$ cat src/rtl/rom_emu_pkg.sv
package rom_emu_pkg;
   // {RAS, CAS, WE}, active low
   typedef enum logic [2:0] {
      CMD_PRE   = 3'b010,
      CMD_ACT   = 3'b011,
      CMD_WRITE = 3'b100,
      CMD_READ  = 3'b101,
      CMD_NOP   = 3'b111
   } sd_cmd_e;
endpackage

$ cat src/rtl/rom_emu_rotator.sv
module rom_emu_rotator #(
   parameter int NB    = 3,
   parameter int BA_W  = 2,
   parameter int ROW_W = 13
) (
   input  logic             clk,
   input  logic             rst_n,
   input  logic             step,
   output logic [BA_W-1:0]  rd_bank,
   output logic [BA_W-1:0]  ref_bank,
   output logic [ROW_W-1:0] ref_row
);
   localparam logic [BA_W-1:0] LAST_BANK = BA_W'(NB - 1);

   logic wrap;
   assign wrap = (rd_bank == LAST_BANK);

   generate
      if ((1 << BA_W) == NB) begin : g_pow2
         assign ref_bank = rd_bank + 1'b1;
      end else begin : g_cmp
         assign ref_bank = wrap ? '0 : rd_bank + 1'b1;
      end
   endgenerate

   always_ff @(posedge clk or negedge rst_n) begin
      if (!rst_n) begin
         rd_bank <= '0;
         ref_row <= '0;
      end else if (step) begin
         rd_bank <= ref_bank;
         if (wrap) ref_row <= ref_row + 1'b1;
      end
   end

   AST_BANK_IN_RANGE: assert property (@(posedge clk) disable iff (!rst_n)
      step |=> (rd_bank <= LAST_BANK)) else $error("bank out of range");
endmodule

$ cat src/rtl/rom_emu_sequencer.sv
module rom_emu_sequencer #(
   parameter int WIN    = 8,
   parameter int NB     = 3,
   parameter int BA_W   = 2,
   parameter int SLOT_W = 3
) (
   input  logic              clk,
   input  logic              rst_n,
   input  logic              start_rd,
   input  logic              start_ld,
   input  logic              ld_last,
   output logic              busy,
   output logic              is_load,
   output logic              win_last,
   output logic              ready,
   output logic [SLOT_W-1:0] slot,
   output logic [BA_W-1:0]   ld_bank
);
   localparam logic [SLOT_W-1:0] SLOT_END  = SLOT_W'(WIN - 1);
   localparam logic [BA_W-1:0]   LAST_BANK = BA_W'(NB - 1);

   logic last_q;

   assign win_last = busy && (slot == SLOT_END);

   always_ff @(posedge clk or negedge rst_n) begin
      if (!rst_n) begin
         busy    <= 1'b0;
         is_load <= 1'b0;
         ready   <= 1'b0;
         last_q  <= 1'b0;
         slot    <= '0;
         ld_bank <= '0;
      end else if (start_rd || start_ld) begin
         busy    <= 1'b1;
         slot    <= '0;
         is_load <= start_ld;
         ld_bank <= '0;
         if (start_ld) last_q <= ld_last;
      end else if (win_last) begin
         if (is_load && ld_bank != LAST_BANK) begin
            slot    <= '0;
            ld_bank <= ld_bank + 1'b1;
         end else begin
            busy <= 1'b0;
            if (is_load && last_q) ready <= 1'b1;
         end
      end else if (busy) begin
         slot <= slot + 1'b1;
      end
   end

   AST_READY_STICKY: assert property (@(posedge clk) disable iff (!rst_n)
      ready |=> ready) else $error("ready dropped");
endmodule

$ cat src/rtl/rom_emu_capture.sv
module rom_emu_capture #(
   parameter int DW = 16,
   parameter int CL = 2
) (
   input  logic          clk,
   input  logic          rst_n,
   input  logic          rd_issue,
   input  logic [DW-1:0] dq_in,
   output logic [DW-1:0] data,
   output logic          valid
);
   logic [CL-1:0] pipe;

   always_ff @(posedge clk or negedge rst_n) begin
      if (!rst_n) begin
         pipe  <= '0;
         valid <= 1'b0;
         data  <= '0;
      end else begin
         pipe  <= {pipe[CL-2:0], rd_issue};
         valid <= pipe[CL-1];
         if (pipe[CL-1]) data <= dq_in;
      end
   end

   AST_VALID_SINGLE: assert property (@(posedge clk) disable iff (!rst_n)
      valid |=> !valid) else $error("valid longer than one clock");
   AST_VALID_AFTER_READ: assert property (@(posedge clk) disable iff (!rst_n)
      valid |-> $past(rd_issue, CL + 1)) else $error("valid without read");
endmodule

$ cat src/rtl/sdram_rom_emu.sv
module sdram_rom_emu
   import rom_emu_pkg::*;
#(
   parameter int ROW_W            = 13,
   parameter int COL_W            = 9,
   parameter int DW               = 16,
   parameter int NB               = 3,
   parameter int BA_W             = 2,
   parameter int SD_AW            = 13,
   parameter int AP_BIT           = 10,
   parameter int WIN              = 8,
   parameter int TRCD             = 2,
   parameter int TRAS             = 5,
   parameter int TRP              = 2,
   parameter int CL               = 2,
   parameter int REFRESH_MS       = 64,
   parameter int MIN_READS_PER_MS = 1000
) (
   input  logic                   clk,
   input  logic                   rst_n,
   input  logic                   load_valid,
   input  logic                   load_last,
   input  logic [ROW_W+COL_W-1:0] load_addr,
   input  logic [DW-1:0]          load_data,
   output logic                   load_ready,
   output logic                   rom_ready,
   input  logic                   host_rd,
   input  logic [ROW_W+COL_W-1:0] host_addr,
   output logic [DW-1:0]          host_data,
   output logic                   host_valid,
   output logic [2:0]             sd_cmd,
   output logic [BA_W-1:0]        sd_ba,
   output logic [SD_AW-1:0]       sd_addr,
   output logic [DW-1:0]          sd_dq_out,
   output logic                   sd_dq_oe,
   input  logic [DW-1:0]          sd_dq_in
);
   localparam int HAW    = ROW_W + COL_W;
   localparam int SLOT_W = $clog2(WIN);
   localparam logic [SLOT_W-1:0] S_ACT = '0;
   localparam logic [SLOT_W-1:0] S_REF = SLOT_W'(1);
   localparam logic [SLOT_W-1:0] S_RW  = SLOT_W'(TRCD);
   localparam logic [SLOT_W-1:0] S_PRE = SLOT_W'(1 + TRAS);
   localparam longint ROW_BANKS = longint'(1 << ROW_W) * NB;
   localparam longint READ_BUDGET = longint'(MIN_READS_PER_MS) * REFRESH_MS;

   initial begin
      if (NB < 3 || NB > (1 << BA_W)) $fatal(1, "copy bank count out of range");
      if (CL != 2 && CL != 3) $fatal(1, "CAS latency must be 2 or 3");
      if (TRCD < 2) $fatal(1, "refresh activate needs a slot before the read");
      if (1 + TRAS <= TRCD) $fatal(1, "refresh precharge collides with read");
      if (1 + TRAS + TRP > WIN) $fatal(1, "refresh does not fit the window");
      if (TRCD + CL > WIN - 1) $fatal(1, "data capture falls outside the window");
      if (ROW_W > SD_AW || COL_W > AP_BIT || AP_BIT >= SD_AW) $fatal(1, "address fields do not fit");
      if (ROW_BANKS > READ_BUDGET) $fatal(1, "refresh sweep exceeds refresh period at minimum read rate");
   end

   logic              busy, is_load, win_last, ready;
   logic [SLOT_W-1:0] slot;
   logic [BA_W-1:0]   ld_bank, rd_bank, ref_bank, act_ba;
   logic [ROW_W-1:0]  ref_row, lat_row;
   logic [COL_W-1:0]  lat_col;
   logic [DW-1:0]     lat_data;
   logic              start_rd, start_ld;
   sd_cmd_e           cmd_c;

   assign load_ready = !ready && !busy;
   assign rom_ready  = ready;
   assign start_ld   = load_ready && load_valid;
   assign start_rd   = ready && host_rd && (!busy || win_last);

   rom_emu_sequencer #(.WIN(WIN), .NB(NB), .BA_W(BA_W), .SLOT_W(SLOT_W)) u_seq (
      .clk(clk), .rst_n(rst_n), .start_rd(start_rd), .start_ld(start_ld),
      .ld_last(load_last), .busy(busy), .is_load(is_load), .win_last(win_last),
      .ready(ready), .slot(slot), .ld_bank(ld_bank));

   rom_emu_rotator #(.NB(NB), .BA_W(BA_W), .ROW_W(ROW_W)) u_rot (
      .clk(clk), .rst_n(rst_n), .step(win_last && !is_load),
      .rd_bank(rd_bank), .ref_bank(ref_bank), .ref_row(ref_row));

   always_ff @(posedge clk or negedge rst_n) begin
      if (!rst_n) begin
         lat_row  <= '0;
         lat_col  <= '0;
         lat_data <= '0;
      end else if (start_ld) begin
         lat_row  <= load_addr[HAW-1:COL_W];
         lat_col  <= load_addr[COL_W-1:0];
         lat_data <= load_data;
      end else if (start_rd) begin
         lat_row  <= host_addr[HAW-1:COL_W];
         lat_col  <= host_addr[COL_W-1:0];
      end
   end

   assign act_ba = is_load ? ld_bank : rd_bank;

   always_comb begin
      cmd_c    = CMD_NOP;
      sd_ba    = '0;
      sd_addr  = '0;
      sd_dq_oe = 1'b0;
      if (busy) begin
         if (slot == S_ACT) begin
            cmd_c   = CMD_ACT;
            sd_ba   = act_ba;
            sd_addr = SD_AW'(lat_row);
         end else if (!is_load && slot == S_REF) begin
            cmd_c   = CMD_ACT;
            sd_ba   = ref_bank;
            sd_addr = SD_AW'(ref_row);
         end else if (slot == S_RW) begin
            cmd_c           = is_load ? CMD_WRITE : CMD_READ;
            sd_ba           = act_ba;
            sd_addr         = SD_AW'(lat_col);
            sd_addr[AP_BIT] = 1'b1;
            sd_dq_oe        = is_load;
         end else if (!is_load && slot == S_PRE) begin
            cmd_c = CMD_PRE;
            sd_ba = ref_bank;
         end
      end
   end

   assign sd_cmd    = cmd_c;
   assign sd_dq_out = lat_data;

   rom_emu_capture #(.DW(DW), .CL(CL)) u_cap (
      .clk(clk), .rst_n(rst_n), .rd_issue(cmd_c == CMD_READ),
      .dq_in(sd_dq_in), .data(host_data), .valid(host_valid));

   AST_READ_AFTER_ACT: assert property (@(posedge clk) disable iff (!rst_n)
      (sd_cmd == CMD_READ) |-> ($past(sd_cmd, TRCD) == CMD_ACT && $past(sd_ba, TRCD) == sd_ba))
      else $error("read without activate");
   AST_PRE_AFTER_REF_ACT: assert property (@(posedge clk) disable iff (!rst_n)
      (sd_cmd == CMD_PRE) |-> ($past(sd_cmd, TRAS) == CMD_ACT && $past(sd_ba, TRAS) == sd_ba))
      else $error("precharge not paired with refresh activate");
   AST_NO_READ_UNLOADED: assert property (@(posedge clk) disable iff (!rst_n)
      !rom_ready |-> (sd_cmd != CMD_READ)) else $error("read before image loaded");
   AST_NO_WRITE_LOADED: assert property (@(posedge clk) disable iff (!rst_n)
      rom_ready |-> (sd_cmd != CMD_WRITE)) else $error("write after image loaded");
endmodule

$ cat config.mk
export PLATFORM = sky130hd
export DESIGN_NAME = sdram_rom_emu
export DESIGN_NICKNAME = d
export VERILOG_FILES = /design/src/rtl/rom_emu_pkg.sv /design/src/rtl/rom_emu_rotator.sv /design/src/rtl/rom_emu_sequencer.sv /design/src/rtl/rom_emu_capture.sv /design/src/rtl/sdram_rom_emu.sv
export SDC_FILE = /design/constraint.sdc
export NUM_CORES = 1
export LEC_CHECK = 0
export BUFFER_PORTS_ARGS = -buffer_cell sky130_fd_sc_hd__buf_4
export CAP_MARGIN = 30
export CORE_ASPECT_RATIO = 1.2
export CORE_MARGIN = 4
export CORE_UTILIZATION = 50
export DETAILED_ROUTE_END_ITERATION = 10
export GPL_ROUTABILITY_DRIVEN = 0
export HOLD_SLACK_MARGIN = 0.08
export PLACE_DENSITY = 0.87
export SYNTH_ARGS = -nofsm -noshare
export SYNTH_HDL_FRONTEND = slang
export SYNTH_SLANG_ARGS = --single-unit
$ cat constraint.sdc
create_clock -name clk -period 4.8 [get_ports clk]
set_input_delay 0.72 -clock clk [delete_from_list [all_inputs] [get_ports clk]]
set_output_delay 0.72 -clock clk [all_outputs]
set_load 0.01 [all_outputs]
==> results.py, run 1 <==
metrics = {
    "route": {
        "drt-pass1-iter-count": 5,
        "drt_wl_total_mm": 8.95,
        "vias": 3075,
        "ant_nets": 0,
        "drtIter0Drc": 223,
        "wl_per_cell_microns": 15.8,
        "avgViaCountPerCell": 5.44,
        "drc": 0,
    },
    "global_routing": {
        "grtUsageTotal": 0.200,
        "grt_pass1_vias": 3169,
        "grt.overflow.total": 0,
        "grt_max_degree": 82,
        "grt_pass1_wl_mm": 14.6,
        "antenna_found_initial": 0,
    },
    "synth": {
        "synthDistinctLibCells": 36,
        "synth_nets": 432,
        "ys.flop_type": "dfrtp_1",
        "syn-cell-area_sq_um": 3840,
        "synth_simple_gate_area_frac": 0.114,
        "synthTopCellsByArea": "dfrtp_1, mux2_2, mux2i_1",
        "synthAdderAreaFrac": 0.0228,
        "synth_top_family_by_area": "multiplexers",
        "async_flop_share": 1.00,
        "synthMuxAreaShare": 0.168,
        "synth-compound-area-share": 0.108,
        "synth_edf_count": 0,
        "synth_most_common_cell": "dfrtp_1",
        "ys_ff_latch": 81,
        "ys_seq_area_frac": 0.528,
        "ys_warn_count": 0,
        "synthCells": 344,
        "synthXorXnorAreaFrac": 0.0274,
        "synth_largest_area_cell": "dfrtp_1",
        "netlist.area_leader.share": 0.528,
        "netlist_top_cells_count": "dfrtp_1, a21oi_1, mux2_2",
        "syn_avg_cell_area_sq_um": 11.2,
    },
    "cells_and_area": {
        "utilization": 0.692,
        "n_antenna_cell": 0,
        "drive_gt1_frac": 0.404,
        "fillCellCount": 578,
        "final_cell_area_sq_um": 5090,
        "fin_cells": 565,
        "areaGrowthSynthToFinish_pct": 32.5,
        "nets": 558,
    },
    "pwr": {
        "clkPwrFrac": 0.185,
        "leakage_nw": 2.37,
        "p_comb_frac": 0.399,
        "p_int_mw": 1.65,
        "p_sw_frac": 0.361,
        "pwr_density_cell_nw_per_um2": 507,
        "power_switching_mw": 0.932,
        "ir_worst_vdd_mv": 0.302,
        "p_seq_frac": 0.415,
        "power_mw": 2.58,
    },
    "sta": {
        "worst-slew-pin-transition_ns": 0.908,
        "fin_setup_tns_ns": 0,
        "fmax_mhz": 313,
        "finalHoldViolations": 0,
        "finalWorstSetupSlack_ns": 1.61,
        "clock_skew_ns": 0.00714,
        "slew_viol_final": 0,
        "period_share": 0.666,
        "finalCriticalPeriod_ns": 3.19,
        "rsz0062_at_grt": "no",
        "finalSetupViolCount": 0,
        "hold_ws_ns": 0.270,
        "slew_headroom": 0.392,
    },
    "clock_network": {
        "cts-hold-fix-buffers": 0,
        "ctsResizeCount": 0,
        "cts_tree": "built",
        "clkSinkCount": 81,
        "post_cts_buffers": 0,
        "numCtsBuffers": 9,
        "cts_root_buf": "clkbuf_8",
        "clk_pin_slew_ns": 0.08,
        "clockBufferDepth": 2,
        "h-tree-depth": 3,
        "insertion_delay_ns": 0.34,
    },
    "critical_path": {
        "crit_start": "u_seq.slot[1]",
        "required_ns": 4.08,
        "cp_max_fo": 13,
        "endpoint_kind": "output pin",
        "regToRegStartpoint": "u_seq.busy",
        "reg2reg_depth": 5,
        "ff2ff_setup_slack_ns": 2.11,
        "arrival_ns": 2.47,
        "crit_type": "reg -> out",
        "r2r-end": "u_seq.slot[0]",
        "cp-start-kind": "flip-flop",
    },
    "floorplan": {
        "initial_core_util": 0.522,
        "die_w_microns": 88.0,
        "top_level_ports": 135,
        "die-area_sq_um": 9160,
        "dieHeight_microns": 104,
        "rows": 34,
        "core_sq_um": 7360,
    },
    "place": {
        "place_area_sq_um": 4880,
        "dp_slack_ns": 2.05,
        "numPortBuffers": 134,
        "placed_cells_incl_taps": 548,
        "place_hpwl_mm": 6.66,
    },
    "hold_path": {
        "min_path_type": "in -> async",
    },
    "job": {
        "maxCapViolations": 0,
    },
    "run_status": {
        "status": "finished clean",
    },
}
==> how the worst max path moves through the flow <==
stage                        endpoint
after floorplan           sd_addr[10]
after global placement     sd_addr[1]
after detailed placement   sd_addr[3]
after CTS                  sd_addr[1]
after global routing       sd_addr[1]
final                      sd_addr[3]
==> sequential cells by signal, summed over array words and instances (netlist names) <==
| signal | count |
|---|---|
| u_cap.valid | 1 |
| u_seq.busy | 1 |
| u_seq.is_load | 1 |
| u_seq.ld_bank | 2 |
| u_seq.ready | 1 |
| sd_dq_out | 16 |
| lat_col | 9 |
| u_cap.data | 16 |
| u_rot.ref_row | 13 |
| lat_row | 13 |
| u_cap.pipe | 2 |
| u_seq.last_q | 1 |
| u_rot.rd_bank | 2 |
| u_seq.slot | 3 |
==> area by class of cell <==
class	instances	area (sq um)	area share
Inverter	8	30.0	0.00590
Multi-Input combinational cell	234	1700	0.333
Tap cell	90	113	0.0221
Sequential cell	81	2030	0.398
Timing Repair Buffer	136	1040	0.204
Clock inverter	6	58.8	0.0115
Clock buffer	10	128	0.0251
==> placed cells by master (no fill, tap or decap), types with 7 or more instances in the layout <==
master	instances
a22oi_1	9
nor2_1	29
mux2_2	35
a21oi_1	41
nand3_1	13
o21ai_0	15
xnor2_1	8
clkbuf_8	9
buf_4	135
nand2_1	14
dfrtp_1	81
inv_1	8
ha_1	7
mux2i_1	25
==> kinds of logic after synthesis <==
| kind of cell | after synthesis |
|---|---|
| simple gates | 81 |
| flops | 81 |
| compound gates | 74 |
| mux | 60 |
| buf+inv | 29 |
| xor+xnor | 12 |
| fa+ha+maj | 7 |
==> per-layer routing <==
metal / wire length (microns) / vias up / track usage
met5: 0 / - / 0
met4: 195 / 0 / 0.0702
met3: 599 / 20 / 0.0396
met2: 4720 / 120 / 0.353
met1: 3430 / 1470 / 0.239
li1: - / 1465 / -
==> worst max-delay path, cell delays in order, from the launching register on <==
cell and delay (ns):
dfrtp_1 0.41, inv_1 0.11, ha_1 0.18, nand2b_1 0.11
nor2_1 0.71, a22oi_1 0.22, a21oi_1 0.22, buf_4 0.16
==> power groups by stage <==
stage          logic [mW]  registers [mW]  clock network [mW]
6_report             1.03            1.07               0.478
5_1_grt              1.14            1.10               0.522
4_1_cts              1.04            1.07               0.489
3_5_place_dp         1.04            1.09                   0
3_3_place_gp         1.00            1.07                   0
2_1_floorplan       0.626            1.04                   0
Power figures use the tool's default switching activity.
==> inputs of run 2 (changes only) <==
--- a/config.mk
+++ b/config.mk
@@ -5,6 +5,7 @@
 export SDC_FILE = /design/constraint.sdc
 export NUM_CORES = 1
 export LEC_CHECK = 0
+export ABC_AREA = 1
 export BUFFER_PORTS_ARGS = -buffer_cell sky130_fd_sc_hd__buf_4
 export CAP_MARGIN = 30
 export CORE_ASPECT_RATIO = 1.2
@@ -13,7 +14,7 @@
 export DETAILED_ROUTE_END_ITERATION = 10
 export GPL_ROUTABILITY_DRIVEN = 0
 export HOLD_SLACK_MARGIN = 0.08
-export PLACE_DENSITY = 0.87
+export PLACE_DENSITY = 0.86
 export SYNTH_ARGS = -nofsm -noshare
 export SYNTH_HDL_FRONTEND = slang
 export SYNTH_SLANG_ARGS = --single-unit
==> constraint.sdc (replaced) <==
create_clock -name clk -period 3.07 [get_ports clk]
set_input_delay 0.4605 -clock clk [delete_from_list [all_inputs] [get_ports clk]]
set_output_delay 0.4605 -clock clk [all_outputs]
set_load 0.01 [all_outputs]
==> run 2 against run 1 <==
Sequential share of layout area fell by 1.9 points. Cell area rose by 5.1%. Non-clock buffer count rose by 1. Clock skew rose by 0.0027 ns. Sequential cell count did not move. Core utilization fell by 0.93 points. Sequential power rose by 50%. Via count rose by 20%. Combinational power rose by 59%. Largest cell class unchanged. Largest power group is now combinational cells.
==> results.py, run 2 <==
metrics = {
    "route": {
        "drt-pass1-iter-count": 5,
        "drt_wl_total_mm": 10.3,
        "drtIter0Drc": 200,
        "vias": 3691,
        "drc": 0,
        "avgViaCountPerCell": 5.18,
        "ant_nets": 0,
        "wl_per_cell_microns": 14.4,
    },
    "pwr": {
        "p_seq_frac": 0.389,
        "power_switching_mw": 1.49,
        "p_comb_frac": 0.398,
        "ir_worst_vdd_mv": 0.331,
        "leakage_nw": 2.82,
        "clkPwrFrac": 0.213,
        "power_mw": 4.13,
        "p_sw_frac": 0.362,
        "p_int_mw": 2.63,
        "pwr_density_cell_nw_per_um2": 772,
    },
    "cells_and_area": {
        "nets": 703,
        "n_antenna_cell": 0,
        "final_common_cell": "buf_4",
        "areaGrowthSynthToFinish_pct": 30.2,
        "drive_gt1_frac": 0.306,
        "final_cell_mix": "buf_4, nand2_1, dfrtp_1",
        "final_cell_area_sq_um": 5350,
        "utilization": 0.683,
    },
    "synth": {
        "async_flop_share": 1.00,
        "netlist_top_cells_count": "nand2_1, dfrtp_1, inv_1",
        "ys.flop_type": "dfrtp_1",
        "synth_edf_count": 0,
        "ys_seq_area_frac": 0.493,
        "synth_most_common_cell": "nand2_1",
        "synthCells": 487,
        "netlist.area_leader.share": 0.493,
        "syn-cell-area_sq_um": 4110,
        "synth_nets": 575,
        "syn_avg_cell_area_sq_um": 8.44,
        "synthDistinctLibCells": 29,
        "ys_warn_count": 0,
        "synthTopCellsByArea": "dfrtp_1, nand2_1, o21ai_1",
        "ys_ff_latch": 81,
        "synth_largest_area_cell": "dfrtp_1",
    },
    "global_routing": {
        "grt_pass1_vias": 3598,
        "antenna_found_initial": 0,
        "grtUsageTotal": 0.214,
        "grt_max_degree": 82,
        "grt.overflow.total": 0,
        "grt_pass1_wl_mm": 16.8,
    },
    "clock_network": {
        "clockBufferDepth": 2,
        "clkSinkCount": 81,
        "post_cts_buffers": 0,
        "clk_pin_slew_ns": 0.09,
        "cts_root_buf": "clkbuf_8",
        "h-tree-depth": 3,
        "numCtsBuffers": 9,
        "cts_tree": "built",
        "insertion_delay_ns": 0.36,
    },
    "hold_path": {
        "min_path_type": "in -> reg",
        "holdPathStages": 3,
    },
    "floorplan": {
        "initial_core_util": 0.524,
        "core_sq_um": 7840,
        "rows": 35,
        "die_w_microns": 90.8,
        "dieHeight_microns": 107,
        "top_level_ports": 135,
        "die-area_sq_um": 9740,
    },
    "sta": {
        "fmax_mhz": 402,
        "finalCriticalPeriod_ns": 2.49,
        "fin_setup_tns_ns": 0,
        "rsz0062_at_grt": "no",
        "worst-slew-pin-transition_ns": 0.652,
        "finalSetupViolCount": 0,
        "period_share": 0.810,
        "finalHoldViolations": 0,
        "slew_viol_final": 0,
        "clock_skew_ns": 0.00980,
        "slew_headroom": 0.565,
    },
    "critical_path": {
        "reg2reg_depth": 9,
        "crit_type": "reg -> out",
        "cp-start-kind": "flip-flop",
        "cp_max_fo": 10,
        "arrival_ns": 2.03,
        "required_ns": 2.61,
        "endpoint_kind": "output pin",
    },
    "job": {
        "maxCapViolations": 0,
    },
    "run_status": {
        "status": "finished clean",
    },
    "place": {
        "place_hpwl_mm": 7.75,
        "numPortBuffers": 134,
        "place_area_sq_um": 5080,
    },
}
==> run 2: cell types whose count changed after synthesis, moves of 9 or more <==
cell	before	now
a21oi_1	41	18
nor2_1	29	38
inv_1	8	52
o21ai_1	2	45
buf_6	0	9
o21ai_0	15	30
mux2i_1	25	0
mux2_2	35	16
a22oi_1	9	0
nand2_1	14	126
==> run 2: repair_timing <==
item                      in CTS  in global routing
hold buffers                   0                  1
hold endpoints to repair       0                 11
gates resized for setup        0                  0
==> run 2: layer usage <==
metal,vias to the layer above,wire (microns),GRT usage
met4,0,240,0.0952
met1,1729,4300,0.272
li1,1799,-,-
met2,142,4950,0.344
met5,-,0,0
met3,21,797,0.0538
==> run 2: cells by family (layout without fill, tap and decap cells) <==
logic type	Yosys count	in the layout	share of synthesized area
simple gates	206	206	0.223
compound gates	94	94	0.115
flops	81	81	0.493
buf+inv	77	210	0.0904
mux	16	16	0.0438
fa+ha+maj	7	7	0.0213
xor+xnor	6	6	0.0128
==> run 2: final cells by class <==
| type | instances | area, sq um |
|---|---|---|
| clock inverters | 5 | 77.6 |
| flip-flops and latches | 81 | 2030 |
| clock buffers | 11 | 151 |
| well taps | 92 | 115 |
| repair buffers | 137 | 1050 |
| inverters | 57 | 219 |
| fillers | 650 | 2490 |
| multi-input cells | 329 | 1710 |
==> run 2: worst paths after layout <==
check	to	slack, ns	from
min in group asynchronous	sd_dq_out[11]	0.48	rst_n
hold reg to reg	u_cap.pipe[1]	0.36	u_cap.pipe[0]
setup / recovery	sd_addr[5]	0.58	u_seq.slot[0]
max in group asynchronous	u_rot.rd_bank[0]	1.99	rst_n
setup reg to reg	u_seq.ld_bank[0]	1.00	u_seq.slot[0]
hold / removal	sd_dq_out[11]	0.29	load_data[11]
==> run 2: critical path, stage by stage (launching register included) <==
cell and delay, ns:
dfrtp_1 0.42, inv_1 0.12, ha_1 0.18, inv_1 0.04
nor2_1 0.12, nand2_1 0.22, o21ai_0 0.27, o21ai_0 0.11
inv_1 0.07, buf_4 0.12
==> run 2: power by group through the flow <==
stage / combinational (mW) / sequential [mW] / clock (mW)
global placement: 1.60 / 1.59 / 0
CTS: 1.65 / 1.60 / 0.889
global route: 1.83 / 1.65 / 0.928
finish: 1.64 / 1.61 / 0.880
floorplan: 0.982 / 1.59 / 0
detailed placement: 1.64 / 1.62 / 0
==> run 2: stage by stage <==
step | setup WS [ns] | hold WS [ns] | std cells
after global routing | 0.386 | 0.300 | 712
after global placement | 1.07 | 0.334 | 694
after floorplan | 1.27 | 0.165 | 487
final | 0.582 | 0.290 | 712
after detailed placement | 0.995 | 0.335 | 694
after CTS | 0.608 | 0.287 | 710
==> inputs of run 3 (changes only) <==
--- a/config.mk
+++ b/config.mk
@@ -5,7 +5,7 @@
 export SDC_FILE = /design/constraint.sdc
 export NUM_CORES = 1
 export LEC_CHECK = 0
-export ABC_AREA = 1
+export ABC_AREA = 0
 export BUFFER_PORTS_ARGS = -buffer_cell sky130_fd_sc_hd__buf_4
 export CAP_MARGIN = 30
 export CORE_ASPECT_RATIO = 1.2
@@ -14,7 +14,7 @@
 export DETAILED_ROUTE_END_ITERATION = 10
 export GPL_ROUTABILITY_DRIVEN = 0
 export HOLD_SLACK_MARGIN = 0.08
-export PLACE_DENSITY = 0.86
+export PLACE_DENSITY = 0.87
 export SYNTH_ARGS = -nofsm -noshare
 export SYNTH_HDL_FRONTEND = slang
 export SYNTH_SLANG_ARGS = --single-unit
==> constraint.sdc (replaced) <==
create_clock -name clk -period 2.4 [get_ports clk]
set_input_delay 0.36 -clock clk [delete_from_list [all_inputs] [get_ports clk]]
set_output_delay 0.36 -clock clk [all_outputs]
set_load 0.01 [all_outputs]
==> run 3 against run 2 <==
Critical path type unchanged. Cell area is 2.9% lower. Clock skew is 0.0018 ns lower. Global-route usage is 1.1 points lower. Worst setup slack worse by 0.47 ns. Worst hold slack worse by 0.044 ns. First-iteration DRC count is 12% lower. Final cell count is 20% lower. Largest cell class unchanged.
==> results.py, run 3 (same netlist as run 1, synthesis figures left out) <==
metrics = {
    "place": {
        "place_hpwl_mm": 6.76,
        "placed_cells_incl_taps": 552,
        "numPortBuffers": 134,
        "dp_slack_ns": 0.187,
    },
    "critical_path": {
        "cp_max_fo": 13,
        "path_delay_family": "buffers and inverters",
        "reg2reg_depth": 7,
        "path_depth": 8,
        "crit_type": "reg -> out",
        "required_ns": 2.04,
        "slowest_delay_ns": 0.41,
        "endpoint_kind": "output pin",
        "critPathBufInv": 3,
        "path_cells": "inv_1 -> ha_1 -> nand2b_1 -> nor2_1 -> buf_6 -> a22oi_1 -> a21oi_1 -> buf_4",
        "cp_slowest_cell": "dfrtp_1",
        "cp-start-kind": "flip-flop",
        "arrival_ns": 1.92,
    },
    "route": {
        "drt_wl_total_mm": 9.06,
        "drtIter0Drc": 176,
        "wl_per_cell_microns": 15.9,
        "ant_nets": 0,
        "avgViaCountPerCell": 5.51,
        "vias": 3139,
        "drt-pass1-iter-count": 4,
        "drc": 0,
    },
    "run_status": {
        "status": "finished clean",
    },
    "sta": {
        "slew_viol_final": 0,
        "clock_skew_ns": 0.00798,
        "finalWorstSetupSlack_ns": 0.116,
        "period_share": 0.951,
        "finalSetupViolCount": 0,
        "finalHoldViolations": 0,
        "rsz0062_at_grt": "yes",
        "fmax_mhz": 438,
        "finalCriticalPeriod_ns": 2.28,
        "worst-slew-pin-transition_ns": 0.611,
        "slew_headroom": 0.592,
    },
    "clock_network": {
        "clk_pin_slew_ns": 0.09,
        "clockBufferDepth": 2,
        "post_cts_buffers": 0,
        "insertion_delay_ns": 0.34,
        "numCtsBuffers": 9,
        "cts_root_buf": "clkbuf_8",
        "h-tree-depth": 3,
        "cts_tree": "built",
        "clkSinkCount": 81,
    },
    "floorplan": {
        "die-area_sq_um": 9160,
        "rows": 34,
        "top_level_ports": 135,
        "dieHeight_microns": 104,
        "initial_core_util": 0.522,
        "die_w_microns": 88.0,
        "core_sq_um": 7360,
    },
    "global_routing": {
        "grt_pass1_vias": 3224,
        "grt_max_degree": 82,
        "met1_usage": 0.240,
        "antenna_found_initial": 0,
        "grt_busiest_layer": "met2",
        "globalRouteMet2Util": 0.345,
        "grtUsageMet3": 0.0365,
        "grtUsageTotal": 0.202,
        "grt.overflow.total": 0,
        "grt_pass1_wl_mm": 14.8,
    },
    "cells_and_area": {
        "areaGrowthSynthToFinish_pct": 35.3,
        "final_cell_mix": "buf_4, dfrtp_1, a21oi_1",
        "nets": 563,
        "utilization": 0.706,
        "final_common_cell": "buf_4",
        "n_antenna_cell": 0,
        "fin_cells": 570,
        "drive_gt1_frac": 0.423,
    },
    "pwr": {
        "pwr_density_cell_nw_per_um2": 1030,
        "leakage_nw": 2.40,
        "ir_worst_vdd_mv": 0.682,
    },
    "hold_path": {
        "min_path_type": "in -> reg",
        "holdPathStages": 2,
    },
    "job": {
        "maxCapViolations": 0,
    },
}
run 3: changes by cell type in the layout (fill, tap and decap cells not counted), sizes merged, moves of 6 or more:
cell,before,now
mux2i,0,25
mux2,16,35
inv,57,8
a22oi,0,9
nor2,47,29
nand2,133,14
a21oi,18,41
xnor2,2,8
o21ai,75,17
nand3,20,13
run 3: layer usage:
| layer | vias up | wire length [microns] | share of wire |
|---|---|---|---|
| met5 | - | 0 | 0 |
| met4 | 0 | 291 | 0.032 |
| met3 | 26 | 587 | 0.065 |
| met2 | 136 | 4770 | 0.53 |
| met1 | 1495 | 3410 | 0.38 |
| li1 | 1482 | - | - |
run 3: stage by stage:
step           hold WS (ns)  total power, mW  cell area (sq um)  TNS [ns]
2_1_floorplan        0.0644             3.33               3840         0
3_3_place_gp          0.333             4.18               4920         0
3_5_place_dp          0.336             4.28               4920         0
4_1_cts               0.211             5.31               5140         0
5_1_grt               0.228             5.67               5200    -0.152
6_report              0.246             5.33               5200         0
run 3: final timing paths:
check / endpoint / start / slack (ns)
worst max register to register: u_seq.slot[0] / u_seq.slot[0] / 0.36
min in group asynchronous: sd_dq_out[14] / rst_n / 0.38
worst max-delay path: sd_addr[7] / u_seq.slot[1] / 0.12
max in group asynchronous: lat_row[11] / rst_n / 1.46
worst min register to register: u_cap.pipe[1] / u_cap.pipe[0] / 0.35
worst min-delay path: sd_dq_out[10] / load_data[10] / 0.25
run 3: cell type report:
| class | count | area (sq um) |
|---|---|---|
| Fill cell | 562 | 2160 |
| Sequential cell | 81 | 2030 |
| Multi-Input combinational cell | 234 | 1730 |
| Timing Repair Buffer | 141 | 1100 |
| Clock buffer | 12 | 155 |
| Tap cell | 90 | 113 |
| Clock inverter | 4 | 51.3 |
| Inverter | 8 | 30.0 |
run 3: report_power, final:
part	internal, mW	switching, mW
clock network	0.538	0.464
registers	1.78	0.333
logic	1.11	1.10
total	3.43	1.90
run 3: what timing repair did:
item                                   CTS  global route
hold buffers                             0             1
gates resized for setup                  3             7
setup endpoints to repair               10            15
pin swaps                                0             2
endpoints found under the hold margin    0             6
